--- src/rtl/burst_seq_pkg.sv ---
`timescale 1ns/1ps
package burst_seq_pkg;
  typedef enum logic {
    ORD_LINEAR     = 1'b0,
    ORD_INTERLEAVE = 1'b1
  } order_e;
endpackage

--- src/rtl/burst_load_ctrl.sv ---
`timescale 1ns/1ps
module burst_load_ctrl (
  input  logic strb_a_n,
  input  logic strb_b_n,
  input  logic adv_n,
  output logic load,
  output logic step
);
  // Either strobe starts a burst; advance only counts when no load is present.
  always_comb begin
    load = ~(strb_a_n & strb_b_n);
    step = ~load & ~adv_n;
  end
endmodule

--- src/rtl/burst_beat_cnt.sv ---
`timescale 1ns/1ps
module burst_beat_cnt #(
  parameter int OFFS_W = 2
) (
  input  logic              clk,
  input  logic              rst_n,
  input  logic              load,
  input  logic              step,
  output logic [OFFS_W-1:0] beat
);
  localparam logic [OFFS_W-1:0] ONE = OFFS_W'(1);

  always_ff @(posedge clk) begin
    if (!rst_n)    beat <= '0;
    else if (load) beat <= '0;
    else if (step) beat <= beat + ONE;  // natural wrap modulo 2**OFFS_W
  end
endmodule

--- src/rtl/burst_addr_hold.sv ---
`timescale 1ns/1ps
module burst_addr_hold #(
  parameter int ADDR_W = 16,
  parameter int OFFS_W = 2
) (
  input  logic                     clk,
  input  logic                     rst_n,
  input  logic                     load,
  input  logic [ADDR_W-1:0]        addr_in,
  output logic [OFFS_W-1:0]        start_off,
  output logic [ADDR_W-OFFS_W-1:0] upper
);
  always_ff @(posedge clk) begin
    if (!rst_n) begin
      start_off <= '0;
      upper     <= '0;
    end else if (load) begin
      start_off <= addr_in[OFFS_W-1:0];
      upper     <= addr_in[ADDR_W-1:OFFS_W];
    end
  end
endmodule

--- src/rtl/burst_order_map.sv ---
`timescale 1ns/1ps
module burst_order_map
  import burst_seq_pkg::*;
#(
  parameter int OFFS_W = 2
) (
  input  logic [OFFS_W-1:0] start_off,
  input  logic [OFFS_W-1:0] beat,
  input  order_e            order,
  output logic [OFFS_W-1:0] offset
);
  logic [OFFS_W-1:0] off_lin;
  logic [OFFS_W-1:0] off_xor;

  assign off_lin = start_off + beat;

  // Interleaved order: each offset bit toggles with the matching beat bit.
  for (genvar gi = 0; gi < OFFS_W; gi++) begin : g_xor
    assign off_xor[gi] = start_off[gi] ^ beat[gi];
  end

  always_comb begin
    unique case (order)
      ORD_INTERLEAVE: offset = off_xor;
      default:        offset = off_lin;
    endcase
  end
endmodule

--- src/rtl/burst_addr_seq.sv ---
`timescale 1ns/1ps
module burst_addr_seq
  import burst_seq_pkg::*;
#(
  parameter int ADDR_W = 16,
  parameter int OFFS_W = 2
) (
  input  logic              clk,
  input  logic              rst_n,
  input  logic              order_sel,
  input  logic              strb_cpu_n,
  input  logic              strb_ctl_n,
  input  logic              adv_n,
  input  logic [ADDR_W-1:0] addr_in,
  output logic [ADDR_W-1:0] burst_addr,
  output logic [OFFS_W-1:0] beat_idx
);
  localparam int UP_W = ADDR_W - OFFS_W;

  logic              load;
  logic              step;
  logic [OFFS_W-1:0] start_off;
  logic [UP_W-1:0]   upper;
  logic [OFFS_W-1:0] offset;
  order_e            order;

  assign order = order_e'(order_sel);

  burst_load_ctrl u_ctrl (
    .strb_a_n (strb_cpu_n),
    .strb_b_n (strb_ctl_n),
    .adv_n    (adv_n),
    .load     (load),
    .step     (step)
  );

  burst_beat_cnt #(.OFFS_W(OFFS_W)) u_cnt (
    .clk   (clk),
    .rst_n (rst_n),
    .load  (load),
    .step  (step),
    .beat  (beat_idx)
  );

  burst_addr_hold #(.ADDR_W(ADDR_W), .OFFS_W(OFFS_W)) u_hold (
    .clk       (clk),
    .rst_n     (rst_n),
    .load      (load),
    .addr_in   (addr_in),
    .start_off (start_off),
    .upper     (upper)
  );

  burst_order_map #(.OFFS_W(OFFS_W)) u_map (
    .start_off (start_off),
    .beat      (beat_idx),
    .order     (order),
    .offset    (offset)
  );

  assign burst_addr = {upper, offset};
endmodule

--- config.mk ---
export PLATFORM = sky130hd
export DESIGN_NAME = burst_addr_seq
export DESIGN_NICKNAME = d
export VERILOG_FILES = /design/src/rtl/burst_seq_pkg.sv /design/src/rtl/burst_load_ctrl.sv /design/src/rtl/burst_beat_cnt.sv /design/src/rtl/burst_addr_hold.sv /design/src/rtl/burst_order_map.sv /design/src/rtl/burst_addr_seq.sv
export SDC_FILE = /design/constraint.sdc
export NUM_CORES = 1
export LEC_CHECK = 0
export ABC_CLOCK_PERIOD_IN_PS = 1000
export CAP_MARGIN = 15
export CORE_UTILIZATION = 37
export DETAILED_ROUTE_END_ITERATION = 12
export PLACE_DENSITY = 0.79
export SYNTH_ARGS = -nofsm -noshare
export SYNTH_HDL_FRONTEND = slang
export SYNTH_SLANG_ARGS = --single-unit
--- constraint.sdc ---
create_clock -name clk -period 1 [get_ports clk]
set_input_delay 0.2 -clock clk [delete_from_list [all_inputs] [get_ports clk]]
set_output_delay 0.2 -clock clk [all_outputs]
set_load 0.02 [all_outputs]
# Yosys cells after proc, flatten, opt, wreduce, memory -nomap -nowiden
# Index checks and enable logic that the tools add are counted.
dict set report word_totals {
  reg_bits 18
  in_bits 22
  out_inout_bits 18
  wordCells 12
}
dict set report op_classes {
  addsub 2
  n_mux 1
  bitwise_logic 5
  n_reduce_logical 1
}
# operator count
set ops {}
lappend ops {{$add 2x1->2 const B} 1}
lappend ops {{$add 2x2->2} 1}
lappend ops {{$and 1x1->1} 2}
lappend ops {{$mux 2} 1}
lappend ops {{$reduce_and 2->1} 1}
lappend ops {{$xor 1x1->1} 2}
lappend ops {{$not 1->1} 1}

# Depth between registers and ports, before layout
# Gate-level depths: netlist of the first run.
dict set report logic_depth {
  ltp_word 2
  mapped_depth 5
  depth_no_buf 3
}

# By module
# From an unflattened synthesis of the first run, not the netlist that was laid out.
dict set report unflattened {
  cells_unflattened 65
  hier_area_um2 749.5
}
# mod instances cells_per_inst area_each_um2
set by_module_without_submodules {}
lappend by_module_without_submodules {burst_addr_hold 1 51 615.6}
lappend by_module_without_submodules {burst_beat_cnt 1 8 85.1}
lappend by_module_without_submodules {burst_order_map 1 4 36.3}
lappend by_module_without_submodules {burst_load_ctrl 1 2 12.5}

# Worst setup path before layout of the first run
# OpenSTA, ideal clock, no wires.
dict set report synth_path {
  kind {reg2out}
  from {register u_cnt.beat[0]}
  to {output burst_addr[1]}
  arrival_time_ns 1.088
  t_required_ns 0.800
  path_slack_ns -0.288
  stages_incl_launch_ff 4
  n_path_buf 0
  path_cell_list {dfxtp_1 -> ha_1 -> nor2b_1 -> xnor2_1}
}
dict set report synth_via {
  elab_chain_cells 2
}
# item line
set synth_rtl {}
lappend synth_rtl {{start: declaration} burst_beat_cnt.sv:9} ;# output logic [OFFS_W-1:0] beat
lappend synth_rtl {{start signal: assignment} burst_beat_cnt.sv:16} ;# else if (step) beat <= beat + ONE;
lappend synth_rtl {{$add 2x2->2} burst_order_map.sv:15} ;# assign off_lin = start_off + beat;
lappend synth_rtl {{$mux 2} burst_order_map.sv:23} ;# unique case (order)
lappend synth_rtl {{end: declaration} burst_addr_seq.sv:15} ;# output logic [ADDR_W-1:0] burst_addr,
# Every way passes these cells.

# Worst setup path in the final report of the first run
dict set report layout_path {
  from {register u_hold.start_off[0]}
  to {output burst_addr[1]}
}
dict set report layout_via {
  elab_chain_cells 2
}
# item line
set layout_rtl {}
lappend layout_rtl {{start: declaration} burst_addr_hold.sv:10} ;# output logic [OFFS_W-1:0] start_off,
lappend layout_rtl {{start signal: assignment} burst_addr_hold.sv:18} ;# start_off <= addr_in[OFFS_W-1:0];
lappend layout_rtl {{$add 2x2->2} burst_order_map.sv:15}
lappend layout_rtl {{$mux 2} burst_order_map.sv:23}
# Every way passes these cells.

==> impl_metrics.tcl, run 1 <==
set metrics [dict create \
    run_status "complete, but fails checks" \
    failed_checks "negative setup slack" \
    timing_worst_slew_pin_value_ps 268 \
    top_usage_layer "met2" \
    post-place-ws_ps -773 \
    number_of_antenna_violations_at_the_first_check_in_global_routing 0 \
    clkSlewWorstSetupHoldPaths_ps 100 \
    power.leakage_nw 0.570 \
    timing.hold.ws_ps 444 \
    worst_ep_required_time_ps 800 \
    multi_input_comb_area_sq_um 419 \
    final-hold-violation-count 0 \
    drtAntennaViolNets 0 \
    global_routing_usage_on_met1_pct 19.8 \
    tritoncts_clock_tree "done" \
    portBuffers 39 \
    worst-r2r-cell-count 7 \
    period_share_pct 140 \
    post_synth_xor_area_fraction_pct 3.48 \
    wl_per_cell_microns 11.5 \
    synth-seq-area-share_pct 47.7 \
    cts-buffers-inserted 3 \
    groute.usage.overall_pct 17.4 \
    worst_setup_path_start_kind "flip-flop" \
    final_common_cell "sky130_fd_sc_hd__nand2_1" \
    worst_path_max_delay_cell "sky130_fd_sc_hd__dfxtp_2" \
    clk_root_buffer_cell "sky130_fd_sc_hd__clkbuf_4" \
    irDropWorstVdd_mv 0.883 \
    met3_grt_util_pct 1.54 \
    relSlewSlack_pct 82.1 \
    ios 40 \
    finish.net_count 158 \
    insertion_delay_ps 280 \
    max_frequency_mhz 716 \
    grt_max_degree 11 \
    grt_pass1_vias 647 \
    fin_skew_ps 0.112 \
    yosysWarnings 0 \
    synth_mux_area_share_pct 0 \
    worst_hold_path_stage_count 3 \
    period_minus_slack_ps 1400 \
    synth_seq_cells 18 \
    share_of_post_route_cells_with_drive_strength_above_1_pct 48.5 \
    clk_path_buf_depth 2 \
    path_max_fanout 2 \
    final_core_utilization_pct 73.7 \
    synthCells 82 \
    synth-adder-area-share_pct 1.66 \
    grt_first_pass_wirelength_microns 2700 \
    internal_power_mw 1.20 \
    dp_hpwl_microns 1400 \
    synth_top_family_by_area "simple AND/OR/NAND/NOR gates" \
    final_cells 159 \
    post_synth_num_cell_types 14 \
    place_congestion 0.706 \
    fillerInstances 150 \
    worstPathCellList "ha_4 -> nor2b_4 -> xnor2_4 -> buf_6" \
    die_h_microns 47.2 \
    placed_area_sq_mm 0.00126 \
    setup-tns-final_ps -1320 \
    syn-num-nets 105 \
    rsz_0062_raised_after_global_routing "true" \
    vias 715 \
    power_switching_uw 402 \
    grt_overflow_total 0 \
    crit_cells 4 \
    class_of_the_tightest_hold_or_removal_check "input pin to flip-flop" \
    comb_power_share_pct 23.1 \
    stdcell_area_sq_mm 0.00134 \
    synth_compound_area_share_pct 20.9 \
    slew_viol_final 0 \
    crit_path_end_kind "output pin" \
    crit_type "flip-flop to output pin" \
    clock-sinks 18 \
    cp_slowest_stage_delay_ps 360 \
    rows 15 \
    finalSetupViolations 6 \
    htreeDepth 1 \
    post_synth_and_or_nand_nor_area_fraction_pct 21.4 \
    detail_route.first_pass.iterations 4 \
    antenna-diode-count 0 \
    grtUsageMet2_pct 33.1 \
    first_iter_violations 10 \
    power.density_mw_per_mm2 1190 \
    detail_route.vias_per_cell 4.50 \
    share_seq_of_total_power_pct 49.1 \
    die_area_sq_mm 0.00223 \
    route.detailed.drc 0 \
    final.setup.worst_slack_ps -396 \
    max-cap-violations 0 \
    worst-path-buf-inv 1 \
    area.growth.synth_to_final_pct 77.6 \
    place_inst 151 \
    start_util_pct 41.5 \
    power_frac_clock_pct 27.8 \
    chipWidth_microns 47.2 \
    cp.arrival_ps 1200 \
    core_area_sq_mm 0.00182 \
    routed_wirelength_microns 1830 \
    power_mw 1.60 \
    most-common-layout-cells "34 x sky130_fd_sc_hd__nand2_1, 22 x sky130_fd_sc_hd__buf_4, 21 x sky130_fd_sc_hd__clkdlybuf4s50_1" \
    mappedNetlistArea_sq_um 756 \
    synthesis.area_per_instance_sq_um 9.22 \
    crit_family "flip-flops" \
    register_cell_area_after_layout_sq_um 379 \
    cts_hold_repair.buffers 0 \
    sw_frac_of_total_pct 25.2 \
]
-- cells by family after synthesis --
logic type      Yosys count
flops                    18
compound gates           16
fa+ha+maj                 1
simple gates             40
xor+xnor                  3
buf+inv                   4
-- repair_timing --
action                     4_1_cts  5_1_grt
buffers inserted                 2        2
pin swaps                        1        2
setup endpoints to repair       22       24
gates resized for setup         90       26
cloned                           0        0
-- layout make-up --
class	count	area share, %
clock buffers	4	2.70
multi-input cells	60	31.2
flip-flops and latches	18	28.2
well taps	25	2.33
repair buffers	52	35.5
-- power groups by stage --
stage / Combinational, mW / Clock, mW / Sequential, mW
final: 0.370 / 0.444 / 0.785
after global routing: 0.398 / 0.479 / 0.789
after floorplan: 0.128 / 0 / 0.840
after detailed placement: 0.365 / 0 / 0.796
after CTS: 0.353 / 0.452 / 0.779
after global placement: 0.359 / 0 / 0.794
-- state kept, by name, summed over array words and instances (netlist names) --
register and cells:
u_hold.start_off 2, u_hold.upper 14, u_cnt.beat 2
-- cell usage after synthesis --
| library cell | count | area share, % |
|---|---|---|
| sky130_fd_sc_hd__nor2_1 | 1 | 0.50 |
| sky130_fd_sc_hd__buf_6 | 1 | 1.5 |
| sky130_fd_sc_hd__a21boi_2 | 10 | 15 |
| sky130_fd_sc_hd__ha_1 | 1 | 1.7 |
| sky130_fd_sc_hd__buf_8 | 1 | 2.0 |
| sky130_fd_sc_hd__and2_1 | 1 | 0.83 |
| sky130_fd_sc_hd__nand2_1 | 34 | 17 |
| sky130_fd_sc_hd__dfxtp_1 | 18 | 48 |
| sky130_fd_sc_hd__xnor2_1 | 3 | 3.5 |
| sky130_fd_sc_hd__buf_4 | 1 | 0.99 |
| sky130_fd_sc_hd__nor3_1 | 1 | 0.66 |
| sky130_fd_sc_hd__a21boi_0 | 6 | 6.0 |
| sky130_fd_sc_hd__clkbuf_1 | 1 | 0.50 |
| sky130_fd_sc_hd__nor2b_1 | 3 | 2.5 |
-- per-layer routing --
metal	wire length (microns)	vias to the layer above	share of wire (%)
met5	0	-	0
met4	19	0	1.0
met3	63	2	3.4
met2	986	18	54
met1	762	324	42
li1	-	371	-
-- tightest hold or removal path, cell delays in order --
cell                              delay [ps]
sky130_fd_sc_hd__clkdlybuf4s50_1         390
sky130_fd_sc_hd__nand2_1                  50
sky130_fd_sc_hd__a21boi_1                 50
-- final timing paths --
| kind | startpoint | to | slack (ps) |
|---|---|---|---|
| max | u_hold.start_off[0] | burst_addr[1] | -400 |
| min | addr_in[0] | u_hold.start_off[0] | 440 |
| max reg2reg | u_cnt.beat[0] | u_cnt.beat[1] | -230 |
| min reg2reg | u_hold.upper[11] | u_hold.upper[11] | 460 |
Note: power is estimated with default switching activity, not from simulation.
==> run 2: changes to the inputs <==
--- a/config.mk
+++ b/config.mk
@@ -9,7 +9,7 @@
 export CAP_MARGIN = 15
 export CORE_UTILIZATION = 37
 export DETAILED_ROUTE_END_ITERATION = 12
-export PLACE_DENSITY = 0.79
+export PLACE_DENSITY = 0.76
 export SYNTH_ARGS = -nofsm -noshare
 export SYNTH_HDL_FRONTEND = slang
 export SYNTH_SLANG_ARGS = --single-unit
==> impl_metrics.tcl, run 2 (synthesized netlist as in run 1, its figures left out) <==
set metrics [dict create \
    worst_setup_path_start_kind "flip-flop" \
    final_cells 157 \
    max_frequency_mhz 705 \
    clk_root_buffer_cell "sky130_fd_sc_hd__clkbuf_4" \
    failed_checks "negative setup slack" \
    core_area_sq_mm 0.00182 \
    cp.arrival_ps 1220 \
    start_util_pct 41.5 \
    route.detailed.drc 0 \
    grt_first_pass_wirelength_microns 2720 \
    flip_flop_count_of_the_largest_register_after_layout 14 \
    regMostFlops "u_hold.upper" \
    clock-sinks 18 \
    slew_viol_final 0 \
    path_max_fanout 2 \
    vias 710 \
    first_iter_violations 12 \
    period_minus_slack_ps 1420 \
    finish.net_count 156 \
    number_of_antenna_violations_at_the_first_check_in_global_routing 0 \
    detail_route.vias_per_cell 4.52 \
    share_of_post_route_cells_with_drive_strength_above_1_pct 50.0 \
    tritoncts_clock_tree "done" \
    crit_path_end_kind "output pin" \
    place_congestion 0.700 \
    clkSlewWorstSetupHoldPaths_ps 110 \
    detail_route.first_pass.iterations 3 \
    most-common-layout-cells "34 x sky130_fd_sc_hd__nand2_1, 21 x sky130_fd_sc_hd__clkdlybuf4s50_1, 19 x sky130_fd_sc_hd__buf_6" \
    antenna-diode-count 0 \
    rsz_0062_raised_after_global_routing "true" \
    final-hold-violation-count 0 \
    grt_max_degree 11 \
    die_h_microns 47.2 \
    run_status "complete, but fails checks" \
    worst_ep_required_time_ps 800 \
    fin_skew_ps 0.696 \
    grt_pass1_vias 663 \
    setup-tns-final_ps -839 \
    dp_hpwl_microns 1440 \
    chipWidth_microns 47.2 \
    final_common_cell "sky130_fd_sc_hd__nand2_1" \
    portBuffers 39 \
    cts_hold_repair.buffers 0 \
    clk_path_buf_depth 2 \
    htreeDepth 1 \
    max-cap-violations 0 \
    final.setup.worst_slack_ps -418 \
    wl_per_cell_microns 11.8 \
    finalSetupViolations 4 \
    irDropWorstVdd_mv 0.868 \
    rows 15 \
    timing.hold.ws_ps 440 \
    groute.usage.overall_pct 18.0 \
    relSlewSlack_pct 81.7 \
    power.density_mw_per_mm2 1200 \
    power.leakage_nw 0.569 \
    drtAntennaViolNets 0 \
    die_area_sq_mm 0.00223 \
    crit_type "flip-flop to output pin" \
    largest_registers "u_hold.upper x14, u_cnt.beat x2, u_hold.start_off x2" \
    area.growth.synth_to_final_pct 80.0 \
    timing_worst_slew_pin_value_ps 274 \
    insertion_delay_ps 300 \
    place_inst 152 \
    class_of_the_tightest_hold_or_removal_check "input pin to flip-flop" \
    grt_overflow_total 0 \
    cts-buffers-inserted 3 \
    ios 40 \
    routed_wirelength_microns 1850 \
    period_share_pct 142 \
]
[run 2: changes by cell type in the layout (fill, tap and decap cells not counted), moves of 4 or more]
cell	previous run	this run
sky130_fd_sc_hd__buf_4	22	10
sky130_fd_sc_hd__buf_6	9	19
sky130_fd_sc_hd__dfxtp_1	5	1
sky130_fd_sc_hd__dfxtp_2	12	16
[run 2: stage by stage]
step	worst slack (ps)	cell area [sq um]	total power, mW	utilization, %
after floorplan	-52.9	807	0.967	-
after global placement	-750	1270	1.16	69.6
after detailed placement	-762	1270	1.16	69.6
after CTS	-436	1290	1.62	70.9
after global routing	-472	1360	1.70	74.7
final	-418	1360	1.64	74.7
[run 2: worst paths after layout]
kind,end,startpoint,slack (ps),cells after the start
worst max-delay path,burst_addr[1],u_cnt.beat[0],-420,4
worst min register to register,u_hold.upper[9],u_hold.upper[9],460,2
worst min-delay path,u_hold.upper[9],addr_in[11],440,3
worst max register to register,u_cnt.beat[1],u_cnt.beat[0],40,4
[run 2: cell type report]
class,instances,area (sq um)
timing repair buffer,50,499
fill,136,460
multi-input combinational,60,409
sequential,18,384
clock buffer,4,36.3
tap,25,31.3
[run 2: critical path, cell delays in order (launching register included)]
cell and delay (ps):
sky130_fd_sc_hd__dfxtp_4 370, sky130_fd_sc_hd__ha_4 120, sky130_fd_sc_hd__nor2b_4 180, sky130_fd_sc_hd__xnor2_4 120
sky130_fd_sc_hd__buf_6 130
[run 2: per-layer routing]
layer / routed length [microns] / track usage, % / share of wire, %
met5: 0 / 0 / 0
met2: 971 / 31.4 / 53
met3: 82 / 5.38 / 4.4
met4: 19 / 10.3 / 1.0
met1: 772 / 19.1 / 42
[run 2: where the power goes]
| part | total [mW] | internal, mW | switching [mW] |
|---|---|---|---|
| logic | 0.383 | 0.228 | 0.155 |
| clock network | 0.463 | 0.222 | 0.241 |
| registers | 0.793 | 0.764 | 0.0290 |
[run 2: repair_timing]
item	4_1_cts	5_1_grt
resized for setup	103	27
setup endpoints to repair	21	23
pin swaps	2	0
setup buffers	0	2
endpoints found under the hold margin	0	0
